--- config.mk ---
export PLATFORM = sky130hd
export DESIGN_NAME = uart_chan
export DESIGN_NICKNAME = d
export VERILOG_FILES = /design/src/rtl/uart_chan_pkg.sv /design/src/rtl/uch_fifo.sv /design/src/rtl/uch_tx.sv /design/src/rtl/uch_rx.sv /design/src/rtl/uart_chan.sv
export SDC_FILE = /design/constraint.sdc
export NUM_CORES = 1
export LEC_CHECK = 0
export BUFFER_PORTS_ARGS = -buffer_cell sky130_fd_sc_hd__buf_2
export CAP_MARGIN = 20
export CORE_MARGIN = 2
export CORE_UTILIZATION = 29
export DETAILED_ROUTE_END_ITERATION = 7
export GPL_TIMING_DRIVEN = 0
export HOLD_SLACK_MARGIN = 0.1
export PLACE_DENSITY = 0.5
export SETUP_SLACK_MARGIN = 0.5
export SLEW_MARGIN = 0
export SYNTH_ARGS = -nofsm -noshare
export SYNTH_HDL_FRONTEND = slang
export SYNTH_SLANG_ARGS = --single-unit
--- constraint.sdc ---
create_clock -name clk -period 4.2 [get_ports clk]
set_input_delay 0.84 -clock clk [delete_from_list [all_inputs] [get_ports clk]]
set_output_delay 0.84 -clock clk [all_outputs]
set_load 0.05 [all_outputs]
--- src/rtl/uart_chan_pkg.sv ---
package uart_chan_pkg;
    typedef enum logic [1:0] {A_CTRL = 2'd0, A_DIV = 2'd1, A_DATA = 2'd2, A_STAT = 2'd3} addr_e;
    typedef enum logic [2:0] {T_IDLE, T_START, T_DATA, T_STOP, T_BREAK} tx_st_e;
    typedef enum logic [2:0] {R_IDLE, R_START, R_DATA, R_STOP, R_WAITHI} rx_st_e;
    localparam int CB_FIFO  = 0;
    localparam int CB_BRK   = 4;
    localparam int CB_LOOP  = 5;
    localparam int CB_ERRIE = 6;
    localparam int CB_RTO   = 7;
    localparam int CB_RXT   = 8;
    localparam int CB_TXT   = 9;
    localparam int TICKS_PER_CHAR = 160;
endpackage

--- src/rtl/uch_fifo.sv ---
module uch_fifo #(
    parameter int W     = 8,
    parameter int DEPTH = 16
) (
    input  logic                         clk,
    input  logic                         rst_n,
    input  logic                         push,
    input  logic [W-1:0]                 din,
    input  logic                         pop,
    output logic [W-1:0]                 dout,
    output logic [$clog2(DEPTH+1)-1:0]   count
);
    localparam int CW = $clog2(DEPTH+1);
    localparam int AW = (DEPTH > 1) ? $clog2(DEPTH) : 1;
    localparam logic [AW-1:0] LAST = AW'(DEPTH-1);
    localparam logic [CW-1:0] FULLC = CW'(DEPTH);

    logic [W-1:0]  mem [DEPTH];
    logic [AW-1:0] wp, rp;

    always_ff @(posedge clk)
        if (push) mem[wp] <= din;

    always_ff @(posedge clk or negedge rst_n) begin
        if (!rst_n) begin
            wp    <= '0;
            rp    <= '0;
            count <= '0;
        end else begin
            if (push) wp <= (wp == LAST) ? '0 : wp + 1'b1;
            if (pop)  rp <= (rp == LAST) ? '0 : rp + 1'b1;
            unique case ({push, pop})
                2'b10:   count <= count + 1'b1;
                2'b01:   count <= count - 1'b1;
                default: count <= count;
            endcase
        end
    end

    assign dout = mem[rp];

    // occupancy never exceeds the configured depth
    a_r13_count_bound: assert property (@(posedge clk) disable iff (!rst_n) count <= FULLC);
    // the owner never pushes into a full FIFO
    a_r9_no_push_full: assert property (@(posedge clk) disable iff (!rst_n)
        !(push && !pop && count == FULLC));
endmodule

--- src/rtl/uch_tx.sv ---
module uch_tx import uart_chan_pkg::*; (
    input  logic       clk,
    input  logic       rst_n,
    input  logic       tick,
    input  logic       have_data,
    input  logic [7:0] din,
    input  logic       brk_req,
    output logic       pop,
    output logic       brk_done,
    output logic       txd,
    output logic       busy
);
    tx_st_e     st;
    logic [3:0] tcnt;
    logic [3:0] bitn;
    logic [7:0] sh;
    logic       bit_end;

    assign bit_end = tick && (tcnt == 4'd15);

    always_ff @(posedge clk or negedge rst_n) begin
        if (!rst_n) begin
            st   <= T_IDLE;
            tcnt <= '0;
            bitn <= '0;
            sh   <= '0;
        end else begin
            if (st == T_IDLE) tcnt <= '0;
            else if (tick)    tcnt <= tcnt + 1'b1;
            unique case (st)
                T_IDLE: begin
                    bitn <= '0;
                    if (brk_req) st <= T_BREAK;
                    else if (have_data) begin
                        sh <= din;
                        st <= T_START;
                    end
                end
                T_START: if (bit_end) st <= T_DATA;
                T_DATA: if (bit_end) begin
                    sh   <= sh >> 1;
                    bitn <= bitn + 1'b1;
                    if (bitn == 4'd7) st <= T_STOP;
                end
                T_STOP: if (bit_end) st <= T_IDLE;
                T_BREAK: if (bit_end) begin
                    bitn <= bitn + 1'b1;
                    if (bitn == 4'd9) st <= T_IDLE;
                end
                default: st <= T_IDLE;
            endcase
        end
    end

    always_comb begin
        pop      = (st == T_IDLE) && !brk_req && have_data;
        brk_done = (st == T_BREAK) && bit_end && (bitn == 4'd9);
        busy     = (st != T_IDLE);
        unique case (st)
            T_START, T_BREAK: txd = 1'b0;
            T_DATA:           txd = sh[0];
            default:          txd = 1'b1;
        endcase
    end
endmodule

--- src/rtl/uch_rx.sv ---
module uch_rx import uart_chan_pkg::*; (
    input  logic       clk,
    input  logic       rst_n,
    input  logic       tick,
    input  logic       rxd,
    output logic       done,
    output logic       ferr,
    output logic       brk,
    output logic [7:0] data
);
    rx_st_e     st;
    logic [3:0] tcnt;
    logic [2:0] bitn;
    logic       stop_samp;

    always_ff @(posedge clk or negedge rst_n) begin
        if (!rst_n) begin
            st   <= R_IDLE;
            tcnt <= '0;
            bitn <= '0;
            data <= '0;
        end else begin
            if (tick) tcnt <= tcnt + 1'b1;
            unique case (st)
                R_IDLE: begin
                    tcnt <= '0;
                    if (tick && !rxd) st <= R_START;
                end
                R_START: if (tick && tcnt == 4'd7) begin
                    tcnt <= '0;
                    bitn <= '0;
                    st   <= rxd ? R_IDLE : R_DATA;
                end
                R_DATA: if (tick && tcnt == 4'd15) begin
                    data <= {rxd, data[7:1]};
                    bitn <= bitn + 1'b1;
                    if (bitn == 3'd7) st <= R_STOP;
                end
                R_STOP: if (tick && tcnt == 4'd15) st <= rxd ? R_IDLE : R_WAITHI;
                R_WAITHI: if (tick && rxd) st <= R_IDLE;
                default: st <= R_IDLE;
            endcase
        end
    end

    always_comb begin
        stop_samp = (st == R_STOP) && tick && (tcnt == 4'd15);
        done      = stop_samp && rxd;
        brk       = stop_samp && !rxd && (data == 8'h00);
        ferr      = stop_samp && !rxd && (data != 8'h00);
    end
endmodule

--- src/rtl/uart_chan.sv ---
module uart_chan import uart_chan_pkg::*; #(
    parameter int DEPTH    = 16,
    parameter int TX_TRIG  = 4,
    parameter int RX_TRIG  = 8,
    parameter int TO_CHARS = 3
) (
    input  logic        clk,
    input  logic        rst_n,
    input  logic        pclk_en,
    input  logic        ext_en,
    input  logic        pll_en,
    input  logic        wr_i,
    input  logic        rd_i,
    input  logic [1:0]  addr_i,
    input  logic [15:0] wdata_i,
    output logic [15:0] rdata_o,
    input  logic        rx_i,
    output logic        tx_o,
    output logic        tx_irq_o,
    output logic        rx_irq_o,
    output logic        err_irq_o
);
    localparam int CW  = $clog2(DEPTH+1);
    localparam int TOT_I = TO_CHARS * TICKS_PER_CHAR;
    localparam int TOW = $clog2(TOT_I+1);
    localparam logic [CW-1:0]  FULLC = CW'(DEPTH);
    localparam logic [CW-1:0]  TXT   = CW'(TX_TRIG);
    localparam logic [CW-1:0]  RXT   = CW'(RX_TRIG);
    localparam logic [TOW-1:0] TOT   = TOW'(TOT_I);

    logic [11:0] ctrl;
    logic [15:0] div, bcnt;
    logic        src_tick, tick, fifo_en;
    logic        rxs1, rxs2, s_txd, rx_line;
    logic [CW-1:0] tx_cnt, rx_cnt;
    logic [7:0]  tx_dout, rx_dout, rx_data;
    logic        tx_push, tx_pop, tx_full, tx_busy, brk_done;
    logic        rx_push, rx_pop, rx_full, rx_done, rx_ferr, rx_brk;
    logic        ovr_f, fe_f, bk_f, stat_rd;
    logic        tx_cond, tx_cond_q, rx_cond, rx_cond_q;
    logic [TOW-1:0] to_cnt;
    logic        to_run, rto, rto_q;

    assign fifo_en = ctrl[CB_FIFO];
    always_comb begin
        unique case (ctrl[11:10])
            2'b01:   src_tick = ext_en;
            2'b11:   src_tick = pll_en;
            default: src_tick = pclk_en;
        endcase
    end
    assign tick = src_tick && (bcnt >= div);

    assign stat_rd = rd_i && (addr_i == A_STAT);
    assign tx_full = fifo_en ? (tx_cnt == FULLC) : (tx_cnt != '0);
    assign rx_full = fifo_en ? (rx_cnt == FULLC) : (rx_cnt != '0);
    assign tx_push = wr_i && (addr_i == A_DATA) && !tx_full;
    assign rx_push = rx_done && !rx_full;
    assign rx_pop  = rd_i && (addr_i == A_DATA) && (rx_cnt != '0);
    assign tx_cond = fifo_en ? (tx_cnt <= TXT) : (tx_cnt == '0);
    assign rx_cond = fifo_en ? (rx_cnt >= RXT) : (rx_cnt != '0);
    assign to_run  = fifo_en && ctrl[CB_RTO] && (rx_cnt != '0);
    assign rx_line = ctrl[CB_LOOP] ? s_txd : rxs2;
    assign tx_o    = ctrl[CB_LOOP] ? 1'b1 : s_txd;

    uch_fifo #(.W(8), .DEPTH(DEPTH)) u_txf (.clk(clk), .rst_n(rst_n), .push(tx_push),
        .din(wdata_i[7:0]), .pop(tx_pop), .dout(tx_dout), .count(tx_cnt));
    uch_fifo #(.W(8), .DEPTH(DEPTH)) u_rxf (.clk(clk), .rst_n(rst_n), .push(rx_push),
        .din(rx_data), .pop(rx_pop), .dout(rx_dout), .count(rx_cnt));
    uch_tx u_tx (.clk(clk), .rst_n(rst_n), .tick(tick), .have_data(tx_cnt != '0),
        .din(tx_dout), .brk_req(ctrl[CB_BRK]), .pop(tx_pop), .brk_done(brk_done),
        .txd(s_txd), .busy(tx_busy));
    uch_rx u_rx (.clk(clk), .rst_n(rst_n), .tick(tick), .rxd(rx_line), .done(rx_done),
        .ferr(rx_ferr), .brk(rx_brk), .data(rx_data));

    always_ff @(posedge clk or negedge rst_n) begin
        if (!rst_n) begin
            ctrl <= '0;  div <= '0;  bcnt <= '0;
            rxs1 <= 1'b1; rxs2 <= 1'b1;
            ovr_f <= 1'b0; fe_f <= 1'b0; bk_f <= 1'b0;
            to_cnt <= '0; rto <= 1'b0; rto_q <= 1'b0;
            tx_cond_q <= 1'b1; rx_cond_q <= 1'b0;
            tx_irq_o <= 1'b0; rx_irq_o <= 1'b0; err_irq_o <= 1'b0;
            rdata_o <= '0;
        end else begin
            rxs1 <= rx_i;
            rxs2 <= rxs1;
            if (src_tick) bcnt <= (bcnt >= div) ? '0 : bcnt + 1'b1;
            if (brk_done) ctrl[CB_BRK] <= 1'b0;
            if (wr_i && addr_i == A_CTRL) ctrl <= wdata_i[11:0];
            if (wr_i && addr_i == A_DIV)  div  <= wdata_i;
            ovr_f <= (rx_done && rx_full) || (ovr_f && !stat_rd);
            fe_f  <= rx_ferr || (fe_f && !stat_rd);
            bk_f  <= rx_brk  || (bk_f && !stat_rd);
            if (!to_run || rx_push || rx_pop) to_cnt <= '0;
            else if (tick && to_cnt != TOT)   to_cnt <= to_cnt + 1'b1;
            if (!to_run || rx_pop)  rto <= 1'b0;
            else if (to_cnt == TOT) rto <= 1'b1;
            rto_q     <= rto;
            tx_cond_q <= tx_cond;
            rx_cond_q <= rx_cond;
            tx_irq_o  <= ctrl[CB_TXT] ? tx_cond : (tx_cond && !tx_cond_q);
            rx_irq_o  <= ctrl[CB_RXT] ? (rx_cond || rto)
                                      : ((rx_cond && !rx_cond_q) || (rto && !rto_q));
            err_irq_o <= ctrl[CB_ERRIE] && ((rx_done && rx_full) || rx_ferr || rx_brk);
            if (rd_i) begin
                unique case (addr_i)
                    A_CTRL:  rdata_o <= {4'b0, ctrl};
                    A_DIV:   rdata_o <= div;
                    A_DATA:  rdata_o <= {8'b0, rx_dout};
                    default: rdata_o <= {11'b0, bk_f, fe_f, ovr_f,
                                         (tx_cnt == '0) && !tx_busy, rx_cnt != '0};
                endcase
            end
        end
    end

    // pulse-style transmit interrupt lasts a single cycle
    a_r5_tx_pulse: assert property (@(posedge clk) disable iff (!rst_n)
        (!ctrl[CB_TXT] && tx_irq_o) |=> (!tx_irq_o || ctrl[CB_TXT]));
    // pulse-style receive interrupt lasts a single cycle
    a_r6_rx_pulse: assert property (@(posedge clk) disable iff (!rst_n)
        (!ctrl[CB_RXT] && rx_irq_o) |=> (!rx_irq_o || ctrl[CB_RXT]));
    // a character arriving into a full buffer leaves the overrun flag set
    a_r9_overrun_flag: assert property (@(posedge clk) disable iff (!rst_n)
        (rx_done && rx_full) |=> ovr_f);
    // the send-break bit clears itself when the break frame ends
    a_r12_brk_clear: assert property (@(posedge clk) disable iff (!rst_n)
        (brk_done && !(wr_i && addr_i == A_CTRL)) |=> !ctrl[CB_BRK]);
endmodule

# Yosys cells after proc, flatten, opt, wreduce, memory -nomap -nowiden
# Memories as Yosys holds them, arrays and structs flattened.
# Index checks and enable logic that the tools add are counted.
# W data, S select, Z words.
[totals]
mem_bits_rw = 256
memories = 2
word_cells = 240
output_inout_bits = 20
inputBits = 26
regBits = 144
[mem_list]
columns = ["memory", "depth", "word_bits", "read_ports", "rd_ports_with_merged_regs", "wr", "line", "rtl"]
rows = [
  ["u_rxf.mem", 16, 8, 1, 0, 1, "uch_fifo.sv:18", "logic [W-1:0] mem [DEPTH];"],
  ["u_txf.mem", 16, 8, 1, 0, 1, "uch_fifo.sv:18", ""],
]
[op_classes]
mux = 60
magnitude_cmp = 3
add_sub_neg = 14
reduce_logical = 82
eq_ne = 47
[op_table]
columns = ["cell", "n"]
rows = [
  ["$mux W3", 17],
  ["$pmux W16 S3", 1],
  ["$logic_and A1 B1 Y1", 36],
  ["$mux W4", 9],
  ["$pmux W3 S5", 2],
  ["$add A4 B1 Y4 const B", 7],
  ["$eq A4 B4 Y1 const B", 7],
  ["$ne A2 B1 Y1 const B", 14],
  ["$mux W8", 3],
  ["$pmux W5 S2", 2],
  ["$mux W9", 2],
  ["$reduce_bool A2 Y1", 9],
  ["$add A16 B1 Y16 const B", 1],
  ["$ge A16 B16 Y1", 1],
  ["$mux W16", 1],
  ["$pmux W4 S2", 2],
  ["$pmux W8 S2", 1],
  ["$mux W1", 15],
  ["$eq A3 B2 Y1 const B", 4],
  ["$add A5 B1 Y5 const B", 2],
  ["$eq A2 B2 Y1 const B", 5],
  ["$eq A5 B5 Y1 const B", 2],
  ["$logic_not A1 Y1", 10],
  ["$logic_or A1 B1 Y1", 10],
  ["30 further kinds", 43],
]

# Logic depth before layout (Yosys ltp)
[logic_depth]
depth_word = 10
mapped_depth = 19
mapped_depth_nobuf = 17

# Modules after synthesis
# Synthesis repeated with hierarchy kept, for this count alone.
[unflattened]
hier_cells = 1176
area_unflattened_um2 = 17772.0
[by_module_without_submodules]
columns = ["mod", "cells_per_inst", "area_each_um2", "seq_area_each_um2", "instances"]
rows = [
  ["uch_fifo (u_rxf)", 300, 5768.0, 4169.0, 1],
  ["uch_fifo (u_txf)", 298, 5755.5, 4169.0, 1],
  ["uart_chan", 385, 4201.5, 2030.7, 1],
  ["uch_tx", 105, 1057.3, 475.5, 1],
  ["uch_rx", 88, 989.7, 450.4, 1],
]

# Worst setup path before layout
# Ideal clock, no wire load.
[synth_timing]
path_type = "register to register"
from = "register bcnt[15]"
to = "register u_rxf.count[4]"
n_path_buf = 2
setup_slack_ns = 0.503
stages_incl_launch_ff = 19
setup_time_ns = 0.125
synth_period_minus_slack_ns = 3.697
required_time_ns = 4.075
t_arrival_ns = 3.571
cell_sequence = "dfrtp_1 ha_1 nand4_1 nor3_2 or4b_4 a31oi_4 and4b_1 buf_4 inv_4 ha_1 clkbuf_1 xor2_1 ha_1 o21ai_0 a21oi_1 a21oi_1 xor2_1 nor2_1 xor2_1"
[synth_via]
elab_chain_cells = 8
word_cells_on_any_way = 10
cone_classes = "1 x order compare; 2 x eq/ne; 1 x mux; 6 x reduce/logical"
[synth_rtl]
columns = ["item", "line", "rtl"]
rows = [
  ["from (decl)", "uart_chan.sv:32", "logic [15:0] div, bcnt;"],
  ["from (signal assigned)", "uart_chan.sv:88", "if (src_tick) bcnt <= (bcnt >= div) ? '0 : bcnt + 1'b1;"],
  ["$ge A16 B16 Y1 (*)", "uart_chan.sv:52", "assign tick = src_tick && (bcnt >= div);"],
  ["$logic_and A1 B1 Y1 (*)", "uart_chan.sv:52", ""],
  ["$logic_and A1 B1 Y1 (*) (2 in series)", "uch_rx.sv:47", "stop_samp = (st == R_STOP) && tick && (tcnt == 4'd15);"],
  ["$logic_and A1 B1 Y1 (*)", "uch_rx.sv:48", "done = stop_samp && rxd;"],
  ["$logic_and A1 B1 Y1 (*)", "uart_chan.sv:58", "assign rx_push = rx_done && !rx_full;"],
  ["$eq A2 B1 Y1 / $eq A2 B2 Y1 (equally long branches)", "uch_fifo.sv:32", "unique case ({push, pop})"],
  ["$pmux W5 S2 / $reduce_bool A2 Y1 (equally long branches)", "-", ""],
  ["to (signal assigned)", "uch_fifo.sv:33", "2'b10: count <= count + 1'b1;"],
  ["to (signal assigned)", "uch_fifo.sv:34", "2'b01: count <= count - 1'b1;"],
  ["to (signal assigned)", "uch_fifo.sv:35", "default: count <= count;"],
  ["to (decl)", "uch_fifo.sv:11", "output logic [$clog2(DEPTH+1)-1:0] count"],
]
# Every way passes the cells marked *; elsewhere a longest branch is shown, timed or not.
# A chain may end at the register's enable or synchronous reset.

# Worst setup path in the final report
[layout_timing]
from = "register div[8]"
to = "register u_rxf.count[4]"
[layout_via]
elab_chain_cells = 8
word_cells_on_any_way = 10
cone_classes = "1 x order compare; 2 x eq/ne; 1 x mux; 6 x reduce/logical"
[layout_rtl]
columns = ["item", "line", "rtl"]
rows = [
  ["from (decl)", "uart_chan.sv:32", ""],
  ["from (signal assigned)", "uart_chan.sv:91", "if (wr_i && addr_i == A_DIV) div <= wdata_i;"],
  ["$ge A16 B16 Y1 (*)", "uart_chan.sv:52", ""],
  ["$logic_and A1 B1 Y1 (*)", "uart_chan.sv:52", ""],
  ["$logic_and A1 B1 Y1 (*) (2 in series)", "uch_rx.sv:47", ""],
  ["$logic_and A1 B1 Y1 (*)", "uch_rx.sv:48", ""],
  ["$logic_and A1 B1 Y1 (*)", "uart_chan.sv:58", ""],
  ["$eq A2 B1 Y1 / $eq A2 B2 Y1 (equally long branches)", "uch_fifo.sv:32", ""],
  ["$pmux W5 S2 / $reduce_bool A2 Y1 (equally long branches)", "-", ""],
]
# Marked as above.

==> out/results.txt <==
Setup repair after global routing could not meet its margin everywhere. Critical path endpoint category: a register. In this run the clock root is driven by a sky130_fd_sc_hd__clkbuf_16. After detailed routing, the total wire length is 39800 um. In this run the power spent charging and discharging nets is 2.65 mW. Worst hold slack: 0.355 ns. In this run the remaining antenna-violating nets after routing total 0. The routability congestion estimate is 0.760. The tools report the beginning of the worst register-to-register path as div[8]. Among cell families on the critical path, the largest total delay comes from simple AND/OR/NAND/NOR gates. In this run the standard cell core region covers 58900 um2.

The logs give 3 for the initial antenna violation count and 0 ns for the final setup TNS. The number of warnings issued by yosys was 0; the CTS buffer count was 45. After the first detailed-routing iteration, the DRC count stood at 711. Across the VDD grid, the largest voltage drop is 0.000228 V.

The cell with the largest stage delay on the worst path was sky130_fd_sc_hd__or4b_4. The total routing usage reported by global routing was 13.2%; the required time at the endpoint of the critical path was 4.65 ns. The placement row count came out at 89. For the largest net degree at the start of global routing, the log shows 68. Of the available clock period, the critical path in the final layout requires 87.8%.

The number of levels in the clock H-tree was 2; the switching power share of the total was 26.7%. Headroom to the max-slew limit came out at 35.4%. After synthesis the cells add up to 17300 um2. The antenna diode instance count was 0. The flow ran to the end, and the final reports show no timing, DRC or antenna violations.

sky130_fd_sc_hd__edfxtp_1 takes more of the synthesized area than any other cell. The startpoint type of the worst setup path is a register. Dividing the synthesized area by the synthesized cell count gives 15.5 um2. The count of max-cap constraint violations came out at 0. The tools report the final core utilization as 34.3%. The logs give 0 for the number of max-slew violations in the final report and 4.14 ns for the arrival time of data at the critical path endpoint. In the final design database the tool counted 1302 nets. In this run the tool buffered the top-level ports with 43 buffer cells.

Of the cells placed in the final design, the portion with a size suffix greater than 1 is 23.6%. The final-report hold violation count was 0; the count of distinct cell types in the synthesized netlist was 65. The leakage power total is 7.73 nW, and the number of vias per cell is 4.77.

The post-CTS clock slew at the launch and capture registers of the worst setup and hold paths came out at 0.06 ns. By area the synthesized netlist is led by sky130_fd_sc_hd__edfxtp_1 45%, sky130_fd_sc_hd__dfrtp_1 20%, sky130_fd_sc_hd__mux4_2 10%. The minimum setup slack after placement came out at -0.239 ns. Final-report setup violation count: 0. The first detailed-routing pass ran for 5 iterations. In the synthesized netlist the async set-or-reset flop fraction comes to 36.0%. The main flop type after synthesis is sky130_fd_sc_hd__edfxtp_1. Relative to the synthesized area, the layout overhead comes to 17.3%. In the post-route analysis, the smallest setup slack over all paths is 0.513 ns.

The launch point of the critical path is div[8]. Cell type with the highest occurrence count on the critical path: sky130_fd_sc_hd__xor2_1. The synthesized instance count is 1115, and the power per standard cell area is 490 nW/um2.

Counting tap cells, the placed design contains a total of 1936 instances. For this run, the register share of the synthesized area comes to 65.5%. The critical path in this run is classified as reg -> reg. The flip-flop and latch count after synthesis was 400.

The initial utilization of the core area, before any placement, comes to 29.3%. For this design the top-level I/O count stands at 46. The average routed wire per standard cell was 19.5 um; the post-synthesis net count was 1185. The total vias in the final route was 9749; the post-route DRC violation count was 0.

Counting flops with a built-in enable in the synthesized netlist gives 256. The count of cells in the finished layout, fillers not included, comes to 2042. The area enclosed by the die boundary is 61500 um2, and the share of Yosys cell area claimed by the top area cell type is 44.6%. Highest clock rate: 271 MHz.

Subtracting the final worst setup slack from the clock period gives 3.69 ns. Of the total power, combinational logic draws 14.4%. The vertical extent of the die is 248 um.

The horizontal die dimension came out at 248 um. The sequential share of power was 46.4%. The worst hold path belongs to the class reg -> reg. The stage delay of the slowest cell on the critical path came out at 0.52 ns. For the via count of the first global-routing pass, the log shows 9809. Cell internal power was estimated by the tool at 7.26 mW.

For the maximum count of clock buffers along a single path, the log shows 3. The worst clock skew on the final layout was 0.0227 ns; the count of buffering cells on the critical path with inverters included was 4. The number of sinks on the clock net is 400.

TritonCTS built the clock tree. Per report_power, the clock group accounts for 39.2% of the total. The largest fanout on the critical path was 6. Clock latency on the worst-skew pair, taken at its later pin, is 0.58 ns. The slew at the pin with the worst max-slew slack was 0.965 ns; the remaining global-route overflow was 0. The signal on the critical path passes through inv_1 > ha_1 > nand2_1 > nor3_2 > or4b_4 > a31oi_4 > and4b_2 > buf_6 > inv_4 > ha_4 > clkbuf_8 > xor2_1 > ha_2 > o21ai_1 > a21oi_1 > a21oi_1 > xor2_1 > nor2_1 > xor2_1.

Startpoint of the most critical hold path: rxs1. The first global-routing pass estimated 61200 um of wire. The total half-perimeter wirelength after legalization and detailed placement came out at 27100 um.
-- final cells by class --
cell class              count  area (um2)
multi-input cells         619        5650
clock inverters            19         195
inverters                  44         168
repair buffers             70         457
plain buffers              52         234
well taps                 773         967
clock buffers              65        1260
fillers                  5659       38700
flip-flops and latches    400       11300
-- kinds of logic (layout without fill, tap and decap cells) --
logic type      after synthesis  count (layout)  synth area share [%]
flops                       400             400                  65.5
simple gates                265             265                  7.97
xor+xnor                     38              38                  1.93
buf+inv                      96             250                  2.20
compound gates              135             135                  5.15
fa+ha+maj                    45              45                  3.29
mux                         136             136                  14.0
-- synthesized netlist by cell type (4+ instances only) --
library cell                number
sky130_fd_sc_hd__a211oi_1        5
sky130_fd_sc_hd__a21oi_1        30
sky130_fd_sc_hd__nand3_1        21
sky130_fd_sc_hd__o221a_2         7
sky130_fd_sc_hd__and3_1          9
sky130_fd_sc_hd__o22a_1          4
sky130_fd_sc_hd__xnor2_1        15
sky130_fd_sc_hd__inv_1          42
sky130_fd_sc_hd__nand2b_1       21
sky130_fd_sc_hd__xor2_1         23
sky130_fd_sc_hd__edfxtp_1      256
sky130_fd_sc_hd__or3_1           7
sky130_fd_sc_hd__dfrtp_1       141
sky130_fd_sc_hd__mux2i_1        16
sky130_fd_sc_hd__nor2_1         58
sky130_fd_sc_hd__ha_1           43
sky130_fd_sc_hd__nor3_1         16
sky130_fd_sc_hd__a31oi_1         8
sky130_fd_sc_hd__and4_1          4
sky130_fd_sc_hd__o21ai_0        45
sky130_fd_sc_hd__and2_1         19
sky130_fd_sc_hd__buf_2          11
sky130_fd_sc_hd__a21o_1          5
sky130_fd_sc_hd__mux2_2         40
sky130_fd_sc_hd__nor2b_1         4
sky130_fd_sc_hd__mux4_2         80
sky130_fd_sc_hd__clkbuf_1       38
sky130_fd_sc_hd__nand4_1        14
sky130_fd_sc_hd__nor4_1          8
sky130_fd_sc_hd__o2bb2ai_1       8
sky130_fd_sc_hd__nand2_1        66
-- worst reg2reg max path, cell delays in order (launching register included) --
cell	delay, ns
sky130_fd_sc_hd__dfrtp_1	0.40
sky130_fd_sc_hd__inv_1	0.07
sky130_fd_sc_hd__ha_1	0.27
sky130_fd_sc_hd__nand2_1	0.05
sky130_fd_sc_hd__nor3_2	0.23
sky130_fd_sc_hd__or4b_4	0.52
sky130_fd_sc_hd__a31oi_4	0.20
sky130_fd_sc_hd__and4b_2	0.30
sky130_fd_sc_hd__buf_6	0.12
sky130_fd_sc_hd__inv_4	0.06
sky130_fd_sc_hd__ha_4	0.16
sky130_fd_sc_hd__clkbuf_8	0.13
sky130_fd_sc_hd__xor2_1	0.14
sky130_fd_sc_hd__ha_2	0.20
sky130_fd_sc_hd__o21ai_1	0.12
sky130_fd_sc_hd__a21oi_1	0.09
sky130_fd_sc_hd__a21oi_1	0.16
sky130_fd_sc_hd__xor2_1	0.16
sky130_fd_sc_hd__nor2_1	0.07
sky130_fd_sc_hd__xor2_1	0.14
-- flip-flops by register name, summed over array words and instances, names as in the netlist, 5 cells and up --
| register | count |
|---|---|
| u_rxf.mem | 128 |
| rdata_o | 16 |
| u_tx.sh | 8 |
| u_txf.count | 5 |
| u_rxf.count | 5 |
| to_cnt | 9 |
| u_rx.data | 8 |
| ctrl | 12 |
| div | 16 |
| u_txf.mem | 128 |
| bcnt | 16 |
-- what timing repair did --
action | 4_1_cts | 5_1_grt
resized for setup | 16 | 6
setup endpoints to repair | 225 | 3
buffers inserted | 16 | 3
endpoints found under the hold margin | 12 | 0
hold buffers | 1 | 0
pin swaps | 9 | 2
-- cell usage in the layout (no fill, tap or decap), types with 16 or more instances in the layout --
master / instances
sky130_fd_sc_hd__o21ai_0: 44
sky130_fd_sc_hd__clkbuf_1: 50
sky130_fd_sc_hd__nand3_1: 21
sky130_fd_sc_hd__inv_1: 41
sky130_fd_sc_hd__nand2b_1: 21
sky130_fd_sc_hd__nand2_1: 66
sky130_fd_sc_hd__a21oi_1: 30
sky130_fd_sc_hd__mux2i_1: 16
sky130_fd_sc_hd__xor2_1: 23
sky130_fd_sc_hd__mux2_2: 40
sky130_fd_sc_hd__and2_1: 19
sky130_fd_sc_hd__mux4_2: 80
sky130_fd_sc_hd__buf_4: 20
sky130_fd_sc_hd__buf_2: 56
sky130_fd_sc_hd__edfxtp_1: 256
sky130_fd_sc_hd__dfrtp_1: 141
sky130_fd_sc_hd__ha_1: 39
sky130_fd_sc_hd__nor2_1: 57
sky130_fd_sc_hd__clkbuf_16: 45
-- power groups by stage --
stage	registers, mW	clock network (mW)	logic, mW
CTS	4.60	3.99	1.43
floorplan	4.71	0	0.911
global placement	4.67	0	1.36
global route	4.63	4.14	1.60
finish	4.60	3.88	1.43
detailed placement	4.68	0	1.39
-- through the flow --
step,power [mW],instance area [um2]
finish,9.90,20200
global route,10.4,20200
CTS,10.0,20200
detailed placement,6.06,18500
global placement,6.03,18400
floorplan,5.62,17300
-- path summary, 6_finish.rpt --
path                                   to  slack (ns)  cells past startpoint
setup / recovery           u_rxf.count[4]        0.51                     19
hold reg to reg                      rxs2        0.35                      0
hold / removal                       rxs2        0.35                      0
setup reg to reg           u_rxf.count[4]        0.51                     19
min in group asynchronous     u_txf.rp[3]        0.67                      2
max in group asynchronous            rxs1        2.88                      3
-- per-layer routing --
metal / GRT usage, % / routed length, um / vias to the layer above / share of wire, %
met5: 0 / 13 / - / 0.033
met2: 21.4 / 19100 / 158 / 48
li1: - / - / 4490 / -
met3: 2.30 / 1510 / 56 / 3.8
met4: 3.54 / 748 / 2 / 1.9
met1: 18.3 / 18400 / 5043 / 46
Note: power is estimated with default switching activity, not from simulation.
